$ cat config.mk
export PLATFORM = sky130hd
export DESIGN_NAME = pic_force_ctrl
export DESIGN_NICKNAME = d
export VERILOG_FILES = /design/src/rtl/pic_pkg.sv /design/src/rtl/pic_regs.sv /design/src/rtl/pic_prio.sv /design/src/rtl/pic_force_ctrl.sv
export SDC_FILE = /design/constraint.sdc
export NUM_CORES = 1
export LEC_CHECK = 0
export BUFFER_PORTS_ARGS = -buffer_cell sky130_fd_sc_hd__buf_4
export CAP_MARGIN = 10
export CORE_AREA = 2 2 94 118
export DETAILED_ROUTE_END_ITERATION = 12
export DIE_AREA = 0 0 96 120
export PLACE_DENSITY_LB_ADDON = 0.15
export SETUP_SLACK_MARGIN = 0.05
export SYNTH_ARGS = -nofsm -noshare
export SYNTH_HDL_FRONTEND = slang
export SYNTH_SLANG_ARGS = --single-unit
$ cat constraint.sdc
create_clock -name clk_i -period 4.52 [get_ports clk_i]
set_input_delay 0.226 -clock clk_i [delete_from_list [all_inputs] [get_ports clk_i]]
set_output_delay 0.226 -clock clk_i [all_outputs]
set_load 0.1 [all_outputs]
$ cat src/rtl/pic_pkg.sv
package pic_pkg;
  typedef enum logic [1:0] {
    REG_PEND  = 2'd0,
    REG_MASK  = 2'd1,
    REG_CLR   = 2'd2,
    REG_FORCE = 2'd3
  } pic_reg_e;
endpackage

$ cat src/rtl/pic_regs.sv
module pic_regs
  import pic_pkg::*;
#(
  parameter int LVL_W = 4,
  parameter int DW    = 32
) (
  input  logic              clk_i,
  input  logic              rst_ni,
  input  logic              we_i,
  input  logic [1:0]        addr_i,
  input  logic [DW-1:0]     wdata_i,
  input  logic              test_i,
  input  logic [2**LVL_W-1:0] src_i,
  input  logic              ack_valid_i,
  input  logic [LVL_W-1:0]  ack_level_i,
  output logic [2**LVL_W-1:0] pend_o,
  output logic [2**LVL_W-1:0] mask_o,
  output logic [2**LVL_W-1:0] force_o,
  output logic              rsv_err_o
);
  localparam int VW = 2**LVL_W;
  localparam logic [VW-1:0] LVL_BITS  = {{(VW-1){1'b1}}, 1'b0};
  localparam logic [VW-1:0] MASK_BITS = LVL_BITS & ~(VW'(1) << (VW-1));
  localparam logic [DW-1:0] MASK_DW   = DW'(MASK_BITS);

  logic [VW-1:0] pend_q, mask_q, force_q;
  logic [VW-1:0] ack_vec, clr_vec, ack_pend, ack_force;
  logic          ack_on_force;

  always_comb begin
    ack_vec = '0;
    if (ack_valid_i && ack_level_i != '0) ack_vec[ack_level_i] = 1'b1;
  end

  assign clr_vec      = (we_i && addr_i == REG_CLR) ? wdata_i[VW-1:0] : '0;
  // forced bit absorbs the acknowledge while test mode is on
  assign ack_on_force = test_i && |(ack_vec & force_q);
  assign ack_force    = ack_on_force ? ack_vec : '0;
  assign ack_pend     = ack_on_force ? '0 : ack_vec;
  assign rsv_err_o    = we_i && addr_i == REG_MASK && |(wdata_i & ~MASK_DW);

  always_ff @(posedge clk_i or negedge rst_ni) begin
    if (!rst_ni) begin
      pend_q  <= '0;
      mask_q  <= '0;
      force_q <= '0;
    end else begin
      pend_q <= ((pend_q & ~clr_vec & ~ack_pend) | src_i) & LVL_BITS;
      if (we_i && addr_i == REG_MASK) mask_q <= wdata_i[VW-1:0] & MASK_BITS;
      if (we_i && addr_i == REG_FORCE && test_i)
        force_q <= wdata_i[VW-1:0] & LVL_BITS & ~ack_force;
      else
        force_q <= force_q & ~ack_force;
    end
  end

  assign pend_o  = pend_q;
  assign mask_o  = mask_q;
  assign force_o = force_q;

  assert_force_hold_R7: assert property (@(posedge clk_i) disable iff (!rst_ni)
    !test_i |=> $stable(force_q));

  for (genvar k = 1; k < VW; k++) begin : g_bit_chk
    assert_src_sets_R2: assert property (@(posedge clk_i) disable iff (!rst_ni)
      src_i[k] |=> pend_q[k]);
    assert_clr_drops_R5: assert property (@(posedge clk_i) disable iff (!rst_ni)
      (we_i && addr_i == REG_CLR && wdata_i[k] && !src_i[k]) |=> !pend_q[k]);
    assert_ack_force_R10: assert property (@(posedge clk_i) disable iff (!rst_ni)
      (ack_valid_i && ack_level_i == LVL_W'(k) && test_i && force_q[k]) |=> !force_q[k]);
  end
endmodule

$ cat src/rtl/pic_prio.sv
module pic_prio #(
  parameter int LVL_W = 4
) (
  input  logic [2**LVL_W-1:0] req_i,
  output logic [LVL_W-1:0]    level_o
);
  localparam int VW = 2**LVL_W;

  // ascending scan: last hit is the highest level
  always_comb begin
    level_o = '0;
    for (int i = 1; i < VW; i++)
      if (req_i[i]) level_o = LVL_W'(i);
  end
endmodule

$ cat src/rtl/pic_force_ctrl.sv
module pic_force_ctrl
  import pic_pkg::*;
#(
  parameter int LVL_W = 4,
  parameter int DW    = 32
) (
  input  logic                clk_i,
  input  logic                rst_ni,
  input  logic                reg_we_i,
  input  logic [1:0]          reg_addr_i,
  input  logic [DW-1:0]       reg_wdata_i,
  output logic [DW-1:0]       reg_rdata_o,
  output logic                rsv_err_o,
  input  logic                test_mode_i,
  input  logic [2**LVL_W-1:0] src_i,
  input  logic                ack_valid_i,
  input  logic [LVL_W-1:0]    ack_level_i,
  output logic [LVL_W-1:0]    irq_level_o
);
  localparam int VW = 2**LVL_W;

  logic [VW-1:0] pend, mask, force_v, eff;

  pic_regs #(.LVL_W(LVL_W), .DW(DW)) u_regs (
    .clk_i, .rst_ni,
    .we_i(reg_we_i), .addr_i(reg_addr_i), .wdata_i(reg_wdata_i),
    .test_i(test_mode_i), .src_i,
    .ack_valid_i, .ack_level_i,
    .pend_o(pend), .mask_o(mask), .force_o(force_v),
    .rsv_err_o
  );

  assign eff = (pend | (test_mode_i ? force_v : '0)) & ~mask;

  pic_prio #(.LVL_W(LVL_W)) u_prio (
    .req_i(eff),
    .level_o(irq_level_o)
  );

  always_comb begin
    unique case (pic_reg_e'(reg_addr_i))
      REG_PEND:  reg_rdata_o = DW'(pend);
      REG_MASK:  reg_rdata_o = DW'(mask);
      REG_FORCE: reg_rdata_o = DW'(force_v);
      default:   reg_rdata_o = '0;
    endcase
  end

  assert_level_valid_R9: assert property (@(posedge clk_i) disable iff (!rst_ni)
    (irq_level_o != '0) |-> (eff[irq_level_o] && !mask[irq_level_o]));
  assert_idle_zero_R9: assert property (@(posedge clk_i) disable iff (!rst_ni)
    (eff == '0) |-> (irq_level_o == '0));
  assert_top_unmasked_R3: assert property (@(posedge clk_i) disable iff (!rst_ni)
    pend[VW-1] |-> (irq_level_o == LVL_W'(VW-1)));
endmodule

* After elaboration in Yosys (flattened, before gate mapping)
Index checks and enable logic that the tools add are counted.
** Cells by class
- Mux-type cells :: 24
- Bitwise logic cells :: 12
- Eq/ne operators :: 3
- Reduce and logical (&&, ||, !) cells :: 12
- Order comparisons :: 2
** Operators with widths (count)
- AND 16 bit :: 6
- 2-to-1 mux 16 bit :: 6
- NOT 16 bit :: 3
- case mux 16 bit (3 select lines) :: 1
- 2-to-1 mux 4 bit :: 8
- OR 16 bit :: 2
- OR reduction 18 bit :: 1
- NOT 15 -> 16 bit :: 1
- OR reduction 16 bit :: 1
- 2-to-1 mux 3 bit :: 4
- logical AND 1 bit :: 8
- < comparator 4 x 5 -> 1 bit (second input constant) :: 1
- demux 1 bit (select 4 bit) :: 1
- equality test 2 bit (second input constant) :: 2
- >= comparator 4 x 1 -> 1 bit (second input constant) :: 1
- 2-to-1 mux 2 bit :: 2
- nonzero test 4 bit :: 1
- equality test 2 x 1 -> 1 bit (second input constant) :: 1
- logical NOT 2 bit :: 1
- 2-to-1 mux 1 bit :: 2
** Word-level totals
- Output and inout port bits :: 37
- Register bits after elaboration :: 45
- Logic and storage cells :: 56
- Input port bits :: 59

* Logic depth before layout (Yosys ltp)
Gate-level depths: netlist (run 1).
- Depth after elaboration :: 18
- Depth in mapped cells :: 8

* Modules after synthesis
From an unflattened synthesis (run 1), not the netlist that was laid out.
** Second synthesis, totals
- Cell total of the unflattened synthesis :: 338
- Area, all modules :: 3085.5 sq um
** Modules (own cells, without submodules)
- pic_regs :: sequential area each 1126.1 sq um, times used 1, area each 2308.5 sq um, cells an instance 223
- pic_force_ctrl :: sequential area each 0.0 sq um, times used 1, area each 635.6 sq um, cells an instance 90
- pic_prio :: sequential area each 0.0 sq um, times used 1, area each 141.4 sq um, cells an instance 25

* Worst setup path before layout (run 1)
Ideal clock, no wire load.
- Path kind :: input-to-output
- Start :: input reg_addr_i[0]
- End :: output reg_rdata_o[10]
- Path slack :: 1.189 ns
- Cell stages on the path :: 4
- Arrival time :: 3.105 ns
- Path through :: buf_2 -> buf_1 -> mux2i_1 -> o21ai_0
** Between the ends
- Cells in the longest elaborated chain, start to end :: 2
- Elaborated cells between the ends (all ways) :: 4
** RTL lines
- from (decl) :: line pic_force_ctrl.sv:10 : input logic [1:0] reg_addr_i,
- equality test 2 bit, or another cell as far along :: line pic_force_ctrl.sv:41 : unique case (pic_reg_e'(reg_addr_i))
- case mux 16 bit (3 select lines) (*) :: line pic_force_ctrl.sv:41
- to (decl) :: line pic_force_ctrl.sv:12 : output logic [DW-1:0] reg_rdata_o,
Mark *: on every way between the ends. The rest lies on a longest branch, timed or not.

* Final worst setup path (run 1)
- Start :: input reg_addr_i[0]
- End :: output rsv_err_o
** Between the ends
- Cells in the longest elaborated chain, start to end :: 3
** RTL lines
- equality test 2 x 1 -> 1 bit :: line pic_regs.sv:40 : assign rsv_err_o = we_i && addr_i == REG_MASK && |(wdata_i & ~MASK_DW);
- logical AND 1 bit (2 in a row) :: line pic_regs.sv:40
- to (decl) :: line pic_force_ctrl.sv:13 : output logic rsv_err_o,
Every way passes these cells.

==> results.toml, run 1 <==
[run_status]
status = "completed"

[worst_setup_path]
cp-start-kind = "primary input"
cp-end-kind = "primary output"
cpMaxStageDelayCell = "nand3b_1"
crit_fanout = 19
arrival_ps = 1970
critPathMaxStageDelay_ps = 800
crit_required_ps = 4290
critPathKind = "in -> out"
crit_top_cell = "buf_4"
worstPathCellList = "buf_4 > nand3b_1 > nor2_1 > buf_4"

[floorplanning]
io_pins = 96
core_sq_um = 10460
num_rows = 42
die_w_microns = 96
die_y_microns = 120
start_util_pct = 29.16
die-area_sq_um = 11520

[cts]
clk_latency_ps = 290
post_cts_resized = 0
cts_max_level = 2
ctsHoldBuffers = 1
cts_tree = "built"
cts_root_buffer = "clkbuf_16"
cts_sinks = 45
cts_made_buffers = 5
clk_pin_slew_ps = 60
post-cts-setup-buffers = 0
cts_buffer_depth = 2

[timing]
whs_ps = 121.1
finalHoldViolations = 0
finalCritPeriodShare_pct = 48.62
fmax_mhz = 455.0
setup_viol = 0
setup_tns_ps = 0
rsz0062_at_grt = "no"
tightest_slew_ps = 1036
fin_ws_ps = 2322
skew_ps = 4.344
relSlewSlack_pct = 30.73
maxSlewViolCount = 0
period_minus_slack_ps = 2198

[routing]
routed_wl_mm = 10.07
vias_per_cell = 5.419
ant_nets = 0
drt_pass1_iterations = 4
drc = 0
drtIter0Drc = 109
vias = 2780
wl_per_cell_microns = 19.63

[yosys]
synth_ff_type = "dfrtp_1"
synth_edf_count = 0
synth_warnings = 0
synth_seq_cells = 45
ys_seq_area_share_pct = 36.93
synth.cell_area_sq_um = 3049
ys_types = 49
syn_avg_cell_area_sq_um = 9.649
async_flop_share_pct = 100.0
syn_inst = 316

[layout]
drive_gt1_share_pct = 29.13
layout.cells.non_filler = 513
area_growth_pct = 23.96
nNetsFinal = 440
n_antenna_cell = 0

[pwr]
peakVddDrop_uv = 133.6
p_leak_nw = 1.688
powerDensity_nw_per_um2 = 382.7

[global_route]
grt_busiest_layer = "met2"
grt_overflow = 0
use_met1_pct = 20.33
grt_pass1_wl_mm = 15.46
first_global_vias = 2886
grt_max_degree = 46
met2_usage_pct = 32.20
gr-usage-all-layers_pct = 18.07
met3_usage_pct = 3.766
antenna_found_initial = 0

[flow_run]
cap_viol_max_count = 0

[placed_design]
dp_hpwl_mm = 7.276
gp_congestion = 0.8216
dp_slack_ps = 2292
dp.cells = 505
portBuffers = 78

[hold_path]
hold_path_class = "in -> reg"
-- synthesized netlist by cell type (3+ instances only) --
library cell / n / area share [%]
dfrtp_1: 45 / 37
mux2i_1: 32 / 11
nor2_1: 20 / 2.5
a21oi_1: 18 / 3.0
nand2_1: 17 / 2.1
buf_4: 16 / 3.9
mux2_2: 16 / 5.9
a22oi_1: 15 / 3.7
a31o_1: 15 / 4.3
a31oi_1: 15 / 3.1
o21ai_0: 15 / 2.5
clkbuf_1: 13 / 1.6
nand3_1: 9 / 1.5
nand4_1: 8 / 1.6
and2_1: 5 / 1.0
buf_6: 5 / 1.8
and3_1: 4 / 0.82
nor4_1: 4 / 0.82
buf_2: 3 / 0.49
nor2b_1: 3 / 0.62
nor3_1: 3 / 0.49
o22ai_1: 3 / 0.62
-- worst paths after layout --
check                               endpoint  slack [ps]               start  cells after the start
max                                rsv_err_o        2320       reg_addr_i[0]                      4
min                        u_regs.pend_o[15]         120           src_i[15]                      2
max reg2reg                u_regs.force_o[9]        2510  u_regs.force_o[13]                      5
min reg2reg                u_regs.force_o[0]         480   u_regs.force_o[0]                      1
max in group asynchronous  u_regs.mask_o[10]        3610              rst_ni                      2
min in group asynchronous   u_regs.mask_o[3]         490              rst_ni                      2
-- state kept, by name, summed over array words and instances (netlist names) --
register	flops
u_regs.force_o	16
u_regs.mask_o	14
u_regs.pend_o	15
-- per-layer routing --
layer  wire length (microns)  share of wire, %
met1                    3960                39
met2                    5371                53
met3                     470               4.7
met4                     267               2.7
met5                       0                 0
-- cells in the final DEF, fill, tap and decap left out, types with 2 or more instances in the layout --
cell type / netlist / final
dfrtp_1: 45 / 45
clkbuf_16: 0 / 5
nand3_1: 9 / 9
a31o_1: 15 / 15
a22o_1: 2 / 2
and2_0: 2 / 2
o22ai_1: 3 / 3
buf_4: 16 / 80
mux2i_1: 32 / 32
nand4_1: 8 / 8
and3_1: 4 / 4
nand2_1: 17 / 17
conb_1: 1 / 16
a22oi_1: 15 / 15
nor3_1: 3 / 3
nor2_1: 20 / 20
and2_1: 5 / 5
and3b_1: 2 / 2
nor3b_1: 2 / 2
o21ai_0: 15 / 15
a21oi_1: 18 / 18
nor4_1: 4 / 4
nor2b_1: 3 / 3
nor2b_4: 2 / 2
mux2_2: 16 / 16
a31oi_1: 15 / 15
-- worst max-delay path: cells and delay by family --
family        cells  cell delay [ps]
simple gates      2             1110
buf+inv           2              630
-- logic make-up (layout without fill, tap and decap cells) --
kind of cell / after synthesis / count (layout) / share of synthesized area (%)
simple gates: 89 / 89 / 16.09
buf+inv: 38 / 88 / 8.002
mux: 48 / 48 / 16.41
other cells: 1 / 16 / 0.1230
compound gates: 95 / 95 / 22.45
flops: 45 / 45 / 36.93
-- cell type report --
class / instances / area [sq um]
Timing Repair Buffer: 81 / 610.6
Tap cell: 132 / 165.2
Sequential cell: 45 / 1126
Multi-Input combinational cell: 248 / 1735
Clock buffer: 7 / 142.6
Fill cell: 1074 / 6678
-- per-stage QoR --
stage,cell area [sq um],power (mW),util (%)
2_1_floorplan,3105,0.9487,-
3_3_place_gp,3627,1.076,34.69
3_5_place_dp,3627,1.083,34.69
4_1_cts,3780,1.459,36.14
5_1_grt,3780,1.512,36.14
6_report,3780,1.447,36.14
-- where the power goes --
group / total (mW) / internal, mW / switching (mW)
registers: 0.538 / 0.467 / 0.0711
clock network: 0.372 / 0.217 / 0.155
logic: 0.537 / 0.164 / 0.372
No activity file was read; power rests on OpenSTA's default activity.
==> run 2: changes to the inputs <==
- clock period: 4.52 -> 2 ns (I/O delays scaled with it)
==> results.toml, run 2 (synthesis gave the netlist of run 1 again) <==
[worst_setup_path]
critPathKind = "reg -> out"
arrival_ps = 1810
crit_required_ps = 1900
cp-start-kind = "register"
crit_fanout = 4
cp-end-kind = "primary output"

[placed_design]
dp_hpwl_mm = 7.642
dp.cells = 521
portBuffers = 78
gp_congestion = 0.8176

[cts]
cts_root_buffer = "clkbuf_16"
clk_latency_ps = 290
cts_buffer_depth = 2
cts_sinks = 45
clk_pin_slew_ps = 60
cts_tree = "built"
cts_made_buffers = 5
post-cts-setup-buffers = 0
cts_max_level = 2

[routing]
ant_nets = 0
drtIter0Drc = 116
routed_wl_mm = 10.61
wl_per_cell_microns = 19.79
vias_per_cell = 5.334
drt_pass1_iterations = 4
drc = 0
vias = 2859

[layout]
layout.cells.non_filler = 536
final_cell_mix = "buf_4 (94), dfrtp_1 (45), mux2i_1 (32)"
nNetsFinal = 464
n_antenna_cell = 0
largest_reg_flops = 16
area_growth_pct = 34.22
drive_gt1_share_pct = 37.38
final_core_util_pct = 39.14
final_common_cell = "buf_4"

[hold_path]
hold_path_class = "in -> reg"

[timing]
finalCritPeriodShare_pct = 95.57
relSlewSlack_pct = 58.24
skew_ps = 3.365
setup_viol = 0
fmax_mhz = 523.2
finalHoldViolations = 0
rsz0062_at_grt = "yes"
period_minus_slack_ps = 1911
maxSlewViolCount = 0
whs_ps = 4.677
tightest_slew_ps = 626.4

[global_route]
first_global_vias = 2901
grt_pass1_wl_mm = 16.30
gr-usage-all-layers_pct = 19.13
grt_overflow = 0
grt_max_degree = 46
antenna_found_initial = 0

[floorplanning]
start_util_pct = 29.16
io_pins = 96
die_y_microns = 120
num_rows = 42
die-area_sq_um = 11520
die_w_microns = 96
core_sq_um = 10460

[pwr]
p_leak_nw = 1.828
powerDensity_nw_per_um2 = 819.7
total_power_mw = 3.355
peakVddDrop_uv = 310.2

[run_status]
status = "completed"

[flow_run]
cap_viol_max_count = 0
## run 2: changes by cell type in the layout (fill, tap and decap cells not counted), moves of 6 or more
cell,delta
a21oi_1,-7
a21oi_2,+6
buf_4,+14
dlygate4sd3_1,+7
o21ai_0,-15
o21ai_1,+6
o21ai_2,+9
## run 2: metal layers
metal	track usage (%)	wire length [microns]
met5	0	0
met4	5.625	184
met3	2.762	459
met2	32.55	5440
met1	24.77	4520
## run 2: layout make-up
class	instances	area (sq um)
Multi-Input combinational cell	249	1851
Clock inverter	1	5.005
Sequential cell	45	1126
Tap cell	132	165.2
Fill cell	1066	6365
Clock buffer	5	125.1
Timing Repair Buffer	104	820.8
## run 2: critical path, stage by stage, from the launching register on
cell	delay, ps
dfrtp_1	400
a21oi_1	80
nor2_1	340
nor2_1	130
o211ai_1	120
a21o_1	150
buf_4	290
## run 2: path summary, 6_finish.rpt
kind / startpoint / endpoint / slack (ps) / cells after the start
min in group asynchronous: rst_ni / u_regs.mask_o[2] / 370 / 2
max in group asynchronous: rst_ni / u_regs.mask_o[12] / 1200 / 2
worst min register to register: u_regs.force_o[0] / u_regs.force_o[0] / 490 / 1
worst min-delay path: src_i[9] / u_regs.pend_o[9] / 5 / 2
worst max-delay path: u_regs.force_o[10] / irq_level_o[1] / 90 / 6
worst max register to register: u_regs.force_o[13] / u_regs.force_o[10] / 160 / 6
## run 2: repair_timing
item | in CTS | in global routing
cloned | 0 | 1
pin swaps | 0 | 2
gates resized for setup | 3 | 14
setup endpoints to repair | 2 | 12
hold buffers | 7 | 1
hold endpoints to repair | 51 | 1
## run 2: power breakdown
part	total (mW)	leakage (nW)	switching, mW	internal, mW
Clock	0.791	0.0655	0.343	0.447
Combinational	1.35	1.26	0.911	0.442
Sequential	1.21	0.500	0.158	1.05
Total	3.35	1.83	1.41	1.94
## run 2: stage by stage
stage	TNS [ps]	setup WS, ps	area [sq um]
final	0	88.70	4093
after global routing	0	22.06	4093
after CTS	0	1.476	4014
after detailed placement	0	151.3	3800
after global placement	0	190.0	3800
after floorplan	-329.3	-329.3	3146
